$ cat src/rtl/edge_cnt_pkg.sv
package edge_cnt_pkg;

    localparam int CW_BITS = 16;
    localparam int CW_UP   = 15;
    localparam int CW_DN   = 14;
    localparam int CW_DONE = 13;
    localparam int CW_OVF  = 12;
    localparam int CW_UNF  = 11;
    localparam int CW_UPD  = 10;

    typedef enum logic [1:0] {
        STEP_NONE = 2'd0,
        STEP_INC  = 2'd1,
        STEP_DEC  = 2'd2
    } step_t;

    typedef struct packed {
        logic up_seen;
        logic dn_seen;
        logic done;
        logic ovf;
        logic unf;
        logic upd;
    } cnt_status_t;

    // Opposite edges at the same clock cancel out.
    function automatic step_t pick_step(input logic up_rise, input logic dn_rise);
        step_t s;
        if (up_rise && !dn_rise)
            s = STEP_INC;
        else if (dn_rise && !up_rise)
            s = STEP_DEC;
        else
            s = STEP_NONE;
        return s;
    endfunction

    function automatic logic [CW_BITS-1:0] pack_ctrl(input cnt_status_t s);
        logic [CW_BITS-1:0] w;
        w          = '0;
        w[CW_UP]   = s.up_seen;
        w[CW_DN]   = s.dn_seen;
        w[CW_DONE] = s.done;
        w[CW_OVF]  = s.ovf;
        w[CW_UNF]  = s.unf;
        w[CW_UPD]  = s.upd;
        return w;
    endfunction

endpackage

$ cat src/rtl/rise_detect.sv
module rise_detect #(
    parameter int N = 2
) (
    input  logic         clk,
    input  logic         rst,
    input  logic [N-1:0] lvl,
    output logic [N-1:0] prev,
    output logic [N-1:0] rise
);

    for (genvar i = 0; i < N; i++) begin : g_line
        always_ff @(posedge clk) begin
            if (rst)
                prev[i] <= 1'b0;
            else
                prev[i] <= lvl[i];
        end

        assign rise[i] = lvl[i] & ~prev[i];

        AST_RISE_SINGLE: assert property (@(posedge clk) disable iff (rst)
            rise[i] |=> !rise[i]);
    end

endmodule

$ cat src/rtl/acc_core.sv
module acc_core
    import edge_cnt_pkg::*;
#(
    parameter int W = 16
) (
    input  logic         clk,
    input  logic         rst,
    input  logic         clr,
    input  step_t        step,
    output logic [W-1:0] acc_q,
    output logic         ovf_q,
    output logic         unf_q,
    output logic         upd_q
);

    localparam logic [W-1:0] MAXV = {1'b0, {(W-1){1'b1}}};
    localparam logic [W-1:0] MINV = {1'b1, {(W-1){1'b0}}};
    localparam logic [W-1:0] ONE  = {{(W-1){1'b0}}, 1'b1};

    logic [W-1:0] acc_d;
    logic         ovf_d;
    logic         unf_d;
    logic         upd_d;

    always_comb begin
        acc_d = acc_q;
        ovf_d = ovf_q;
        unf_d = unf_q;
        upd_d = 1'b0;
        if (clr) begin
            acc_d = '0;
            ovf_d = 1'b0;
            unf_d = 1'b0;
        end else begin
            case (step)
                STEP_INC: begin
                    acc_d = acc_q + ONE;
                    upd_d = 1'b1;
                    if (acc_q == MAXV) ovf_d = 1'b1;
                end
                STEP_DEC: begin
                    acc_d = acc_q - ONE;
                    upd_d = 1'b1;
                    if (acc_q == MINV) unf_d = 1'b1;
                end
                default: ;
            endcase
        end
    end

    always_ff @(posedge clk) begin
        if (rst) begin
            acc_q <= '0;
            ovf_q <= 1'b0;
            unf_q <= 1'b0;
            upd_q <= 1'b0;
        end else begin
            acc_q <= acc_d;
            ovf_q <= ovf_d;
            unf_q <= unf_d;
            upd_q <= upd_d;
        end
    end

    AST_HOLD_IDLE: assert property (@(posedge clk) disable iff (rst)
        (!clr && step == STEP_NONE) |=> $stable(acc_q));
    AST_CLEAR_ALL: assert property (@(posedge clk) disable iff (rst)
        clr |=> (acc_q == '0 && !ovf_q && !unf_q));
    AST_OVF_WRAP: assert property (@(posedge clk) disable iff (rst)
        (!clr && step == STEP_INC && acc_q == MAXV) |=> (ovf_q && acc_q == MINV));
    AST_OVF_STICKY: assert property (@(posedge clk) disable iff (rst)
        (ovf_q && !clr) |=> ovf_q);
    AST_UNF_WRAP: assert property (@(posedge clk) disable iff (rst)
        (!clr && step == STEP_DEC && acc_q == MINV) |=> (unf_q && acc_q == MAXV));
    AST_UNF_STICKY: assert property (@(posedge clk) disable iff (rst)
        (unf_q && !clr) |=> unf_q);
    AST_UPD_MEANS_MOVE: assert property (@(posedge clk) disable iff (rst)
        upd_q |-> (acc_q != $past(acc_q)));

endmodule

$ cat src/rtl/preset_cmp.sv
module preset_cmp #(
    parameter int W = 16
) (
    input  logic         clk,
    input  logic         rst,
    input  logic         wr,
    input  logic [W-1:0] din,
    input  logic [W-1:0] acc,
    output logic         done
);

    logic [W-1:0] preset_q;

    always_ff @(posedge clk) begin
        if (rst)
            preset_q <= '0;
        else if (wr)
            preset_q <= din;
    end

    assign done = $signed(acc) >= $signed(preset_q);

    AST_PRESET_LOAD: assert property (@(posedge clk) disable iff (rst)
        wr |=> (preset_q == $past(din)));
    AST_PRESET_KEEP: assert property (@(posedge clk) disable iff (rst)
        !wr |=> $stable(preset_q));

endmodule

$ cat src/rtl/edge_updown_counter.sv
module edge_updown_counter
    import edge_cnt_pkg::*;
#(
    parameter int W = 16
) (
    input  logic         clk,
    input  logic         rst,
    input  logic         up_en,
    input  logic         dn_en,
    input  logic         clr_cmd,
    input  logic         preset_wr,
    input  logic [W-1:0] preset_in,
    output logic [W-1:0] acc_q,
    output logic [15:0]  ctrl_word,
    output logic         done
);

    localparam int NLINES = 2;
    localparam int UP_IX  = 0;
    localparam int DN_IX  = 1;

    logic [NLINES-1:0] lines;
    logic [NLINES-1:0] prev;
    logic [NLINES-1:0] rise;
    step_t             step;
    logic              ovf_q;
    logic              unf_q;
    logic              upd_q;
    cnt_status_t       st;

    assign lines[UP_IX] = up_en;
    assign lines[DN_IX] = dn_en;

    rise_detect #(.N(NLINES)) u_edges (
        .clk  (clk),
        .rst  (rst),
        .lvl  (lines),
        .prev (prev),
        .rise (rise)
    );

    assign step = pick_step(rise[UP_IX], rise[DN_IX]);

    acc_core #(.W(W)) u_acc (
        .clk   (clk),
        .rst   (rst),
        .clr   (clr_cmd),
        .step  (step),
        .acc_q (acc_q),
        .ovf_q (ovf_q),
        .unf_q (unf_q),
        .upd_q (upd_q)
    );

    preset_cmp #(.W(W)) u_cmp (
        .clk  (clk),
        .rst  (rst),
        .wr   (preset_wr),
        .din  (preset_in),
        .acc  (acc_q),
        .done (done)
    );

    always_comb begin
        st.up_seen = prev[UP_IX];
        st.dn_seen = prev[DN_IX];
        st.done    = done;
        st.ovf     = ovf_q;
        st.unf     = unf_q;
        st.upd     = upd_q;
    end

    assign ctrl_word = pack_ctrl(st);

    AST_RESERVED_ZERO: assert property (@(posedge clk) disable iff (rst)
        ctrl_word[9:0] == 10'd0);
    AST_UP_MIRROR: assert property (@(posedge clk) disable iff (rst)
        1'b1 |=> (ctrl_word[15] == $past(up_en)));
    AST_PAIR_CANCEL: assert property (@(posedge clk) disable iff (rst)
        (up_en && !ctrl_word[15] && dn_en && !ctrl_word[14] && !clr_cmd) |=> $stable(acc_q));

endmodule

$ cat config.mk
export PLATFORM = sky130hd
export DESIGN_NAME = edge_updown_counter
export DESIGN_NICKNAME = d
export VERILOG_FILES = /design/src/rtl/edge_cnt_pkg.sv /design/src/rtl/rise_detect.sv /design/src/rtl/acc_core.sv /design/src/rtl/preset_cmp.sv /design/src/rtl/edge_updown_counter.sv
export SDC_FILE = /design/constraint.sdc
export NUM_CORES = 1
export LEC_CHECK = 0
export ABC_AREA = 1
export BUFFER_PORTS_ARGS = -buffer_cell sky130_fd_sc_hd__buf_2
export CAP_MARGIN = 20
export CORE_ASPECT_RATIO = 0.5
export CORE_UTILIZATION = 45
export CTS_BUF_LIST = sky130_fd_sc_hd__clkbuf_4 sky130_fd_sc_hd__clkbuf_8
export CTS_CLUSTER_DIAMETER = 40
export DETAILED_ROUTE_END_ITERATION = 8
export GPL_ROUTABILITY_DRIVEN = 0
export PLACE_DENSITY = 0.75
export SLEW_MARGIN = 20
export SYNTH_ARGS = -nofsm -noshare
export SYNTH_HDL_FRONTEND = slang
export SYNTH_SLANG_ARGS = --single-unit
$ cat constraint.sdc
create_clock -name clk -period 3.1 [get_ports clk]
set_clock_uncertainty 0.15 [all_clocks]
set_input_delay 0 -clock clk [delete_from_list [all_inputs] [get_ports clk]]
set_output_delay 0 -clock clk [all_outputs]
set_load 0.01 [all_outputs]
==> flow_summary.toml <==
[outcome]
outcome = "finished clean"

[sta]
rsz0062_at_grt = "no"
tns_ns = 0
slew_violations = 0
max-slew-margin-rel_pct = 42.7
worstMarginPinSlew_ns = 0.858
hold_violations = 0
min_period_ns = 2.74
setup_viol = 0
fin_crit_sh_pct = 88.3
timing.fmax_mhz = 365

[drt]
drt-pass1-iter-count = 5
post_drt_wl_per_cell_um = 13.2
drt.antenna.violating_nets = 0
wl_um = 8310
drt-vias-per-instance = 5.08
drt_iter0_drc = 387
vias = 3202
drc = 0

[yosys]
synth_edf_count = 0
seq_area_frac_synth_pct = 24.4
netlist_top_cells_area = "dfxtp_1 (24%), nand2_1 (14%), inv_1 (9.0%)"
synth-seq-cells = 37
yosysWarnings = 0
synth_common_cells = "nand2_1 (112), inv_1 (73), nor2_1 (48), dfxtp_1 (37), nand3_1 (33)"
synth_flop_cell = "dfxtp_1"
synth_cells = 476
synth_top_cell_area_share_pct = 24.4
synth_area_um2 = 3030
avgSynthCellArea_um2 = 6.37
yosys.area.top_type = "dfxtp_1"
async_reset_ff_share_pct = 0
synth.most_common_cell = "nand2_1"
synth_cell_types = 34

[floorplanning]
die_h_um = 60.0
pin_count = 55
dieWidth_um = 118
rows = 20
initial_core_util_pct = 48.2
dieArea_um2 = 7090
core_um2 = 6280

[grt]
first_global_vias = 2831
grt_overflow = 0
gr-usage-all-layers_pct = 23.8
grt_max_degree = 32
antenna_found_initial = 0
grt_first_pass_wirelength_um = 13200

[clock_network]
htreeDepth = 2
clk_latency_ns = 0.30
cts.clk_slew.worst_paths_ns = 0.08
cts_root_buf = "clkbuf_8"
cts_resized = 0
cts_made_buffers = 5
cts_tree = "done"
clock_path_buffers = 2
cts.sinks = 37

[setup_path]
cp_max_fo = 16
endpoint_kind = "register"
crit_type = "in2reg"
rr_startpoint = "u_edges.prev[1]"
worstPathArrival_ns = 2.79
critical_path_required_ns = 3.15
ff2ff_path_depth = 14
r2r_slack_ns = 0.43
worstSetupStartpoint = "dn_en"
r2r_end = "u_acc.acc_q[14]"
critical_path.endpoint = "u_acc.acc_q[14]"
startpoint_type = "input port"

[pwr]
vdd_ir_drop_max_v = 0.000199
power.density_nw_per_um2 = 380
totalPowerFinal_w = 0.00138
power_leakage_nw = 1.89

[cells_and_area]
n_antenna_cell = 0
fin_util_pct = 57.8
finish.instance_area_um2 = 3630
final_cells = 630
syn_to_final_growth_pct = 19.8
final_nets = 584
drive_gt1_share_pct = 15.9

[placement]
hpwl_um = 6050
place_inst = 591
placedInstanceArea_um2 = 3210
io_buffer_count = 44

[min_path]
hp-class = "in2reg"

[run]
drv_cap = 0
==> how the worst min path moves through the flow <==
stage	endpoint	cells after the start	startpoint	slack [ns]
6_report	u_cmp.preset_q[5]	2	rst	0.01
5_1_grt	u_cmp.preset_q[4]	2	rst	0.03
4_1_cts	u_cmp.preset_q[6]	2	rst	0.0002
3_5_place_dp	u_edges.prev[0]	3	up_en	0.11
3_3_place_gp	u_edges.prev[0]	3	up_en	0.07
2_1_floorplan	u_edges.prev[0]	2	up_en	-0.03
==> per-layer routing <==
layer	global-route usage [%]	vias to the layer above	wire length (µm)
met5	0	-	0
met1	33.8	1436	4040
met4	6.59	0	108
li1	-	1621	-
met2	37.6	132	3480
met3	3.82	13	685
==> cell families after synthesis <==
kind of cell / count (synthesis) / synth area share (%)
xor+xnor: 7 / 2.02
flops: 37 / 24.4
other cells: 1 / 0.124
buf+inv: 105 / 16.5
simple gates: 238 / 35.7
fa+ha+maj: 20 / 8.26
compound gates: 68 / 13.0
==> flip-flops by register name, indices dropped and copies added, names as in the netlist <==
| name | count |
|---|---|
| u_acc.ovf_q | 1 |
| u_edges.prev | 2 |
| u_acc.unf_q | 1 |
| u_cmp.preset_q | 16 |
| u_acc.acc_q | 16 |
| u_acc.upd_q | 1 |
==> cell usage in the layout (no fill, tap or decap), types with 2 or more instances in the layout <==
cell type / count
inv_4: 2
conb_1: 10
nor2_2: 6
buf_2: 44
inv_1: 73
nand4_1: 10
a21oi_1: 31
ha_1: 20
a211oi_1: 15
nand2_4: 6
o21ai_0: 15
dfxtp_1: 37
o21bai_1: 2
nand2_1: 112
nand3_1: 33
clkbuf_8: 5
nor2_1: 48
dlygate4sd3_1: 32
nand2_2: 16
buf_4: 3
xor2_1: 6
nor4_1: 4
==> stage by stage <==
step	hold WS, ns	setup WS, ns
3_5_place_dp	0.109	0.511
2_1_floorplan	-0.0251	0.890
4_1_cts	0.000170	0.414
3_3_place_gp	0.0692	0.554
6_report	0.0101	0.362
5_1_grt	0.0285	0.0472
==> layout make-up <==
cell class                 count  area, µm²
sequential                    37        741
fill                         617       2650
clock inverter                 2       35.0
timing repair buffer          79        563
tap                           88        110
multi-input combinational    343       1820
clock buffer                   5       68.8
inverter                      76        290
==> report_power, final <==
part | leakage, nW | internal (W) | switching (W) | total, W
clock network | 0.0540 | 0.000234 | 0.000185 | 0.000420
logic | 1.53 | 0.000162 | 0.000258 | 0.000420
registers | 0.305 | 0.000505 | 0.0000355 | 0.000541
total | 1.89 | 0.000902 | 0.000479 | 0.00138
==> repair_timing <==
| action | CTS | global route |
|---|---|---|
| hold buffers | 32 | 0 |
| endpoints found under the hold margin | 24 | 0 |
| setup buffers | 0 | 0 |
==> critical path: stages <==
cell           delay, ns
dlygate4sd3_1       0.52
buf_2               0.11
inv_1               0.06
nor2_1              0.17
ha_1                0.49
buf_4               0.30
nand2_1             0.08
nand2_1             0.09
ha_1                0.14
o21bai_1            0.16
nand3_1             0.15
nand2_1             0.14
nand2_1             0.09
nand3_1             0.09
nand3_1             0.07
nand2_1             0.07
inv_1               0.04
Power figures use the tool's default switching activity.
